## config.mk

```make
export PLATFORM = sky130hd
export DESIGN_NAME = clm_line_unit
export DESIGN_NICKNAME = d
export VERILOG_FILES = /design/src/rtl/clm_pkg.sv /design/src/rtl/clm_tag_regs.sv /design/src/rtl/clm_addr_map.sv /design/src/rtl/clm_req_slot.sv /design/src/rtl/clm_line_unit.sv
export SDC_FILE = /design/constraint.sdc
export NUM_CORES = 1
export LEC_CHECK = 0
export ABC_AREA = 0
export ABC_CLOCK_PERIOD_IN_PS = 1450
export BUFFER_PORTS_ARGS = -buffer_cell sky130_fd_sc_hd__buf_4
export CORE_ASPECT_RATIO = 0.8
export CORE_MARGIN = 2
export CORE_UTILIZATION = 48
export DETAILED_ROUTE_END_ITERATION = 10
export PLACE_DENSITY = 0.8
export SLEW_MARGIN = 20
export SYNTH_ARGS = -nofsm -noshare
export SYNTH_HDL_FRONTEND = slang
export SYNTH_SLANG_ARGS = --single-unit
export TNS_END_PERCENT = 1
```

## constraint.sdc

```tcl
create_clock -name clk -period 1.45 [get_ports clk]
set_input_delay 0.29 -clock clk [delete_from_list [all_inputs] [get_ports clk]]
set_output_delay 0.29 -clock clk [all_outputs]
set_load 0.03 [all_outputs]
```

## src/rtl/clm_pkg.sv

```systemverilog
package clm_pkg;

    typedef enum logic [1:0] {
        OP_IC_INV   = 2'd0,
        OP_DC_INV   = 2'd1,
        OP_DC_FLUSH = 2'd2
    } line_op_e;

    typedef enum logic [1:0] {
        MODE_PACKED = 2'd0,
        MODE_SPLIT  = 2'd1,
        MODE_PHYS   = 2'd2
    } addr_mode_e;

    localparam int SEL_W = 3;
    localparam logic [SEL_W-1:0] SEL_IC_INV   = 3'd0;
    localparam logic [SEL_W-1:0] SEL_DC_INV   = 3'd1;
    localparam logic [SEL_W-1:0] SEL_DC_FLUSH = 3'd2;
    localparam logic [SEL_W-1:0] SEL_TAG_LO   = 3'd4;
    localparam logic [SEL_W-1:0] SEL_TAG_HI   = 3'd5;

    typedef struct packed {
        logic     is_cmd;
        line_op_e op;
        logic     tag_lo_we;
        logic     tag_hi_we;
    } wr_dec_t;

    function automatic wr_dec_t decode_sel(input logic [SEL_W-1:0] sel);
        wr_dec_t d;
        d = '{is_cmd: 1'b0, op: OP_IC_INV, tag_lo_we: 1'b0, tag_hi_we: 1'b0};
        case (sel)
            SEL_IC_INV:   begin d.is_cmd = 1'b1; d.op = OP_IC_INV;   end
            SEL_DC_INV:   begin d.is_cmd = 1'b1; d.op = OP_DC_INV;   end
            SEL_DC_FLUSH: begin d.is_cmd = 1'b1; d.op = OP_DC_FLUSH; end
            SEL_TAG_LO:   d.tag_lo_we = 1'b1;
            SEL_TAG_HI:   d.tag_hi_we = 1'b1;
            default:      ;
        endcase
        return d;
    endfunction

endpackage

```

## src/rtl/clm_tag_regs.sv

```systemverilog
module clm_tag_regs #(
    parameter int DW   = 32,
    parameter int HI_W = 8
) (
    input  logic            clk,
    input  logic            rst,
    input  logic            lo_we,
    input  logic            hi_we,
    input  logic [DW-1:0]   wdata,
    output logic [DW-1:0]   tag_lo,
    output logic [HI_W-1:0] tag_hi
);

    always_ff @(posedge clk) begin
        if (rst) begin
            tag_lo <= '0;
            tag_hi <= '0;
        end else begin
            if (lo_we) tag_lo <= wdata;
            if (hi_we) tag_hi <= wdata[HI_W-1:0];
        end
    end

endmodule

```

## src/rtl/clm_addr_map.sv

```systemverilog
module clm_addr_map
    import clm_pkg::*;
#(
    parameter addr_mode_e MODE       = MODE_PACKED,
    parameter int         DW         = 32,
    parameter int         PA_W       = 40,
    parameter int         LINE_BITS  = 5,
    parameter int         PAGE_SHIFT = 13,
    parameter int         ALIAS_BITS = 2,
    localparam int        HI_W       = PA_W - DW,
    localparam int        IDX_W      = PAGE_SHIFT + ALIAS_BITS - LINE_BITS,
    localparam int        TAG_W      = PA_W - LINE_BITS,
    localparam int        IDX_TOP    = PAGE_SHIFT + ALIAS_BITS - 1
) (
    input  logic [DW-1:0]    cmd_word,
    input  logic [DW-1:0]    tag_lo,
    input  logic [HI_W-1:0]  tag_hi,
    output logic [IDX_W-1:0] index,
    output logic [TAG_W-1:0] tag
);

    generate
        if (MODE == MODE_PACKED) begin : g_packed
            if (ALIAS_BITS > 0) begin : g_alias
                assign index = {cmd_word[ALIAS_BITS-1:0],
                                cmd_word[PAGE_SHIFT-1:LINE_BITS]};
            end else begin : g_noalias
                assign index = cmd_word[PAGE_SHIFT-1:LINE_BITS];
            end
            assign tag = {tag_hi, cmd_word[DW-1:LINE_BITS]};
        end else if (MODE == MODE_SPLIT) begin : g_split
            assign index = cmd_word[IDX_TOP:LINE_BITS];
            assign tag   = {tag_hi, tag_lo[DW-1:LINE_BITS]};
        end else begin : g_phys
            assign index = cmd_word[IDX_TOP:LINE_BITS];
            assign tag   = {tag_hi, cmd_word[DW-1:LINE_BITS]};
        end
    endgenerate

endmodule

```

## src/rtl/clm_req_slot.sv

```systemverilog
module clm_req_slot
    import clm_pkg::*;
#(
    parameter int IDX_W = 10,
    parameter int TAG_W = 35
) (
    input  logic             clk,
    input  logic             rst,
    input  logic             load,
    input  line_op_e         in_op,
    input  logic [IDX_W-1:0] in_index,
    input  logic [TAG_W-1:0] in_tag,
    input  logic             ack,
    output logic             valid,
    output line_op_e         op,
    output logic [IDX_W-1:0] index,
    output logic [TAG_W-1:0] tag
);

    always_ff @(posedge clk) begin
        if (rst) begin
            valid <= 1'b0;
            op    <= OP_IC_INV;
            index <= '0;
            tag   <= '0;
        end else if (load) begin
            valid <= 1'b1;
            op    <= in_op;
            index <= in_index;
            tag   <= in_tag;
        end else if (valid && ack) begin
            valid <= 1'b0;
        end
    end

endmodule

```

## src/rtl/clm_line_unit.sv

```systemverilog
module clm_line_unit
    import clm_pkg::*;
#(
    parameter addr_mode_e MODE       = MODE_PACKED,
    parameter int         DW         = 32,
    parameter int         PA_W       = 40,
    parameter int         LINE_BITS  = 5,
    parameter int         PAGE_SHIFT = 13,
    parameter int         ALIAS_BITS = 2,
    localparam int        HI_W       = PA_W - DW,
    localparam int        IDX_W      = PAGE_SHIFT + ALIAS_BITS - LINE_BITS,
    localparam int        TAG_W      = PA_W - LINE_BITS
) (
    input  logic             clk,
    input  logic             rst,
    input  logic             wr_en,
    input  logic [SEL_W-1:0] wr_sel,
    input  logic [DW-1:0]    wr_data,
    output logic             wr_ready,
    output logic             req_valid,
    output logic [1:0]       req_op,
    output logic [IDX_W-1:0] req_index,
    output logic [TAG_W-1:0] req_tag,
    input  logic             req_ack
);

    wr_dec_t          dec;
    logic             accept;
    logic [DW-1:0]    tag_lo;
    logic [HI_W-1:0]  tag_hi;
    logic [IDX_W-1:0] map_index;
    logic [TAG_W-1:0] map_tag;
    line_op_e         slot_op;

    assign dec      = decode_sel(wr_sel);
    assign wr_ready = ~req_valid;
    assign accept   = wr_en & wr_ready;

    clm_tag_regs #(.DW(DW), .HI_W(HI_W)) u_tags (
        .clk    (clk),
        .rst    (rst),
        .lo_we  (accept & dec.tag_lo_we),
        .hi_we  (accept & dec.tag_hi_we),
        .wdata  (wr_data),
        .tag_lo (tag_lo),
        .tag_hi (tag_hi)
    );

    clm_addr_map #(
        .MODE(MODE), .DW(DW), .PA_W(PA_W), .LINE_BITS(LINE_BITS),
        .PAGE_SHIFT(PAGE_SHIFT), .ALIAS_BITS(ALIAS_BITS)
    ) u_map (
        .cmd_word (wr_data),
        .tag_lo   (tag_lo),
        .tag_hi   (tag_hi),
        .index    (map_index),
        .tag      (map_tag)
    );

    clm_req_slot #(.IDX_W(IDX_W), .TAG_W(TAG_W)) u_slot (
        .clk      (clk),
        .rst      (rst),
        .load     (accept & dec.is_cmd),
        .in_op    (dec.op),
        .in_index (map_index),
        .in_tag   (map_tag),
        .ack      (req_ack),
        .valid    (req_valid),
        .op       (slot_op),
        .index    (req_index),
        .tag      (req_tag)
    );

    assign req_op = slot_op;

endmodule

```

**Yosys cells after proc, flatten, opt, wreduce, memory -nomap -nowiden**

Index checks and enable logic that the tools add are counted.

- Bits in read-only memories: 0
- Output and inout bits: 49
- RAM bits: 0
- Latch bits: 0
- Input port bits: 39
- Logic and storage cells: 19
- Memories: 0
- Flip-flop bits (word level): 56

- Add/subtract/negate cells: 0
- Shift-type cells: 0
- Multiplexer cells: 4
- Multiply operators: 0
- Bitwise operators: 4
- Reduce and logical (&&, ||, !) cells: 3
- $lt $le $gt $ge: 0
- Equal/unequal tests: 3
- Div/mod/pow operators: 0

Operators with widths:

| operator | count |
|---|---|
| 3-bit case mux with 3 select lines | 1 |
| 1-bit AND | 3 |
| 3-bit by 1-bit equality test with 1-bit output, second input constant | 1 |
| 3-bit by 2-bit equality test with 1-bit output, second input constant | 1 |
| 3-bit equality test, second input constant | 1 |
| 3-bit logical NOT | 1 |
| 1-bit 2-to-1 mux | 3 |
| 2-bit nonzero test | 1 |
| 1-bit logical AND | 1 |
| 1-bit NOT | 1 |

**Longest topological paths before layout**

- Depth after elaboration: 4
- Mapped depth: 5
- Depth with buffers taken out: 3

**Hierarchy**

From an unflattened synthesis, not the netlist that was laid out.

- Cell total of the unflattened synthesis: 337
- Area total of the unflattened synthesis: 3,580.9 um^2

By module, submodules not included:

| module | sequential area each (um^2) | cells an instance | area each (um^2) | instances |
|---|---|---|---|---|
| clm_req_slot | 960.9 | 156 | 1,730.4 | 1 |
| clm_tag_regs | 800.8 | 129 | 1,445.1 | 1 |
| clm_addr_map | 0.0 | 45 | 337.8 | 1 |
| clm_line_unit | 0.0 | 7 | 67.6 | 1 |

**Worst setup path after synthesis**

OpenSTA, ideal clock, no wires.

- Path kind: reg2reg
- From: register u_slot.valid
- To: register u_slot.index[6]
- Clock period less this slack: 1.329 ns
- Cell stages (with the launch flop): 6
- Arrival time: 1.258 ns
- Slack: 0.121 ns
- Path through: dfxtp_1 -> nand2b_4 -> a211oi_2 -> buf_6 -> buf_12 -> mux2i_1

- Word-level cells in the longest chain between the ends: 3

RTL lines:

| what | line | RTL |
|---|---|---|
| from (decl) | clm_req_slot.sv:14 | `output logic valid,` |
| from (signal assigned) | clm_req_slot.sv:22 | `valid <= 1'b0;` |
| from (signal assigned) | clm_req_slot.sv:27 | `valid <= 1'b1;` |
| from (signal assigned) | clm_req_slot.sv:32 | `valid <= 1'b0;` |
| 1-bit NOT | clm_line_unit.sv:36 | `assign wr_ready = ~req_valid;` |
| 1-bit AND | clm_line_unit.sv:37 | `assign accept = wr_en & wr_ready;` |
| 1-bit AND | clm_line_unit.sv:63 | `.load (accept & dec.is_cmd),` |
| to (signal assigned) | clm_req_slot.sv:29 | `index <= in_index;` |
| to (decl) | clm_req_slot.sv:16 | `output logic [IDX_W-1:0] index,` |

Every way passes these cells.
A chain may end at the register's enable or synchronous reset.

**Worst setup path after layout**

- From: register u_slot.valid
- To: register u_tags.tag_hi[1]

- Word-level cells in the longest chain between the ends: 3

RTL lines:

| what | line | RTL |
|---|---|---|
| 1-bit NOT | clm_line_unit.sv:36 |  |
| 1-bit AND | clm_line_unit.sv:37 |  |
| 1-bit AND | clm_line_unit.sv:43 | `.hi_we (accept & dec.tag_hi_we),` |
| to (signal assigned) | clm_tag_regs.sv:20 | `if (hi_we) tag_hi <= wdata[HI_W-1:0];` |
| to (decl) | clm_tag_regs.sv:11 | `output logic [HI_W-1:0] tag_hi` |

Every way passes these cells.

==> reports/results.env <==
POWER_FRAC_SEQ=0.524
TOTAL_POWER_mW=2.66
LAYOUT_WORST_PATH_CYCLE_SHARE=0.916
COMBPWRFRAC=0.179
FLOORPLAN.INITIALDENSITY=0.509
CRIT_REQUIRED_PS=1660
CLOCK_TREE.ROOT_CELL='sky130_fd_sc_hd__clkbuf_8'
ROUTE.DETAILED.WL_PER_INST_UM=11.8
STDCELL_AREA_MM2=0.00288
POWER_SWITCHING_uW=676
RUN_STATUS='finished clean'
GATE_COUNT_POST_SYNTH=206
CRITICAL_PATH_END_TYPE='flop'
VIAS_PER_CELL=4.66
CORE_AREA_MM2=0.00426
IO-PIN-COUNT=88
SYNTH_TOP_CELLS_BY_AREA='sky130_fd_sc_hd__dfxtp_1 (44%), sky130_fd_sc_hd__nand2b_1 (22%), sky130_fd_sc_hd__mux2i_1 (21%), sky130_fd_sc_hd__buf_4 (2.8%), sky130_fd_sc_hd__buf_12 (1.8%)'
HP-CLASS='in -> reg'
POSTSYNTHAREAPERCELL_UM2=10.5
DIE_H_UM=64.1
MAXCAPVIOLCOUNT=0
FLOORPLAN.DIE_AREA_MM2=0.00507
AREA_OF_PLACED_INSTANCES_MM2=0.00278
DETAILEDROUTE.FIRSTITERATIONVIOLATIONS=64
STARTPOINT='u_slot.valid'
POSTSYNTHREGISTERBITS=48
CLK_PATH_BUF_DEPTH=2
CTS-HTREE-LEVELS=2
POST-CTS-SETUP-BUFFER-COUNT=0
SYNTH.NET_COUNT=245
MAX_FREQ_MHz=753
INTERNAL_POWER_mW=1.98
GRT_UTIL_ALL_LAYERS=0.169
DRIVE_GT1_FRAC=0.357
FINAL_NET_COUNT=321
CLOCK_LATENCY_REPORTED_FOR_THE_LATE_SIDE_OF_THE_WORST_SKEW_PAIR_PS=290
P_CLK_FRAC=0.297
TIMING_HOLD_VIOLATIONS_FINAL=0
SETUP_REPAIR_AFTER_GLOBAL_ROUTING_MISSED_ITS_MARGIN='false'
WORSTHOLDSTART='wr_data[26]'
P_LEAK_nW=1.28
NETLIST.AREA_LEADER.SHARE=0.444
PLACEMENTROWS=21
YOSYSWARNINGS=0
POWER_DENSITY_mW_PER_MM2=924
REG2REG_FROM='u_slot.valid'
VIAS=1586
R2R_SETUP_SLACK_PS=120
NUMCLOCKSINKS=48
SKEW_PS=4.58
GRT_PASS1_WL_UM=6740
CPPEAKSTAGEDELAY_PS=370
WORSTPATHARRIVAL_PS=1540
CP_MAX_FO=7
POSTLAYOUTSETUPSLACKWORST_PS=121
DRT-TOTAL-WL_UM=4020
POST_DETAIL_PLACE_HPWL_UM=2950
ROUTE.DETAILED.DRC=0
LEADING_AREA_CONTRIBUTOR_AFTER_SYNTHESIS='sky130_fd_sc_hd__dfxtp_1'
WORST_IR_DROP_VDD_V=0.000525
SYNTH_CELL_TYPES=19
WORST_PATH_MAX_DELAY_CELL='sky130_fd_sc_hd__and2_1'
SWITCHING_SHARE=0.254
INSERTEDDIODECOUNT=0
PORT_BUFFER_COUNT=87
WORSTSETUPPATHTYPE='reg -> reg'
FIRST_GLOBAL_VIAS=1543
CRIT_CHAIN='and4bb_1 > and2_1 > mux2i_1'
FINALSETUPVIOLCOUNT=0
SLEW_LIMIT_FAILS=0
PLACE_WS_PS=62.1
ROUTE.ANTENNA.REMAINING_NETS=0
WEIGHTED_CONGESTION_REPORTED_AT_THE_END_OF_ROUTABILITY_DRIVEN_PLACEMENT=0.688
TIMING.MAX_SLEW.REL_SLACK=0.728
NUMCTSBUFFERS=5
LAYOUT-AREA-OVERHEAD-VS-SYNTH_PCT=32.8
ANTENNA_FOUND_INITIAL=0
YS_SEQ_AREA_FRAC=0.444
CLOCK_TREE_FROM_TRITONCTS='built'
SYNTHESIZED_CELL_AREA_MM2=0.00217
CTS_HOLD_BUFFERS=0
LARGEST_NET_DEGREE_AT_THE_START_OF_GLOBAL_ROUTING=41
DIE_WIDTH_UM=79.1
TNS_PS=0
DRTPASS1ITERATIONS=4
WHS_PS=261
GRT_REMAINING_OVERFLOW=0
LAYOUT_MIN_CYCLE_TIME_PS=1330
WORSTMARGINPINSLEW_PS=403
CLK_PIN_SLEW_PS=90
SETUP.WORST_PATH.START_CLASS='flop'
## power by group through the flow
stage | combinational (mW) | clock [mW] | sequential (mW)
4_1_cts | 0.482 | 0.820 | 1.39
3_5_place_dp | 0.481 | 0 | 1.42
5_1_grt | 0.510 | 0.882 | 1.40
3_3_place_gp | 0.477 | 0 | 1.42
2_1_floorplan | 0.219 | 0 | 1.50
6_report | 0.476 | 0.790 | 1.39
## kinds of logic (layout without fill, tap and decap cells)
family,after synthesis,after routing,synth area share
flip-flops,48,48,0.444
AND/OR/NAND/NOR,88,88,0.259
AO/OA/AOI/OAI,3,3,0.0121
multiplexers,45,45,0.208
buffers and inverters,22,99,0.0774
## path summary, 6_finish.rpt
| path | to | cells past startpoint |
|---|---|---|
| setup / recovery | u_tags.tag_hi[1] | 3 |
| hold / removal | u_slot.tag[21] | 3 |
| setup reg to reg | u_tags.tag_hi[1] | 3 |
| hold reg to reg | u_slot.tag[22] | 2 |
## registers in the layout, indices dropped and copies added (netlist names)
signal,flops
u_tags.tag_hi,8
u_slot.op,2
u_slot.tag,27
u_slot.index,10
u_slot.valid,1
## area by class of cell
type                            instances  area (um^2)
Tap cell                               57         71.3
Timing Repair Buffer                   90          701
Inverter                                1         3.75
Sequential cell                        48          961
Fill cell                             369         1380
Multi-Input combinational cell        136         1050
Clock inverter                          2         10.0
Clock buffer                            6         82.6
## cell usage in the layout (no fill, tap or decap), types with 2 or more instances in the layout
| cell type | count |
|---|---|
| sky130_fd_sc_hd__clkinv_2 | 2 |
| sky130_fd_sc_hd__nor3_1 | 2 |
| sky130_fd_sc_hd__nand2b_1 | 77 |
| sky130_fd_sc_hd__dfxtp_1 | 48 |
| sky130_fd_sc_hd__clkbuf_8 | 6 |
| sky130_fd_sc_hd__mux2i_1 | 45 |
| sky130_fd_sc_hd__nor2_1 | 2 |
| sky130_fd_sc_hd__buf_4 | 88 |
| sky130_fd_sc_hd__buf_12 | 2 |
| sky130_fd_sc_hd__nor4b_1 | 2 |
## cells in the mapped netlist, drive strengths merged
| master | count |
|---|---|
| a211o | 1 |
| a211oi | 1 |
| a21oi | 1 |
| and2 | 1 |
| and4bb | 1 |
| buf | 13 |
| clkbuf | 8 |
| dfxtp | 48 |
| inv | 1 |
| mux2i | 45 |
| nand2 | 1 |
| nand2b | 78 |
| nor2 | 2 |
| nor3 | 2 |
| nor4b | 2 |
| or2b | 1 |
## layer usage
metal | track usage | up-vias | share of wire | routed length, um
li1 | - | 812 | - | -
met1 | 0.208 | 717 | 0.46 | 1840
met2 | 0.278 | 55 | 0.46 | 1840
met3 | 0.0621 | 2 | 0.082 | 330
met4 | 0.0517 | 0 | 0.0035 | 14
met5 | 0 | - | 0 | 0
## per-stage QoR
step,std cells,utilization
after floorplan,206,-
after global placement,332,0.653
after detailed placement,332,0.653
after CTS,340,0.675
after global routing,340,0.675
final,340,0.675
## critical path, delay by kind of cell (launching register included)
family	cells	cell delay, ps
flip-flops	1	360
AND/OR/NAND/NOR	2	660
multiplexers	1	240
## what timing repair did
item / CTS / global route
gates resized for setup: 0 / 1
endpoints found under the setup margin: 0 / 10
hold endpoints to repair: 0 / 0
Power figures use the tool's default switching activity.
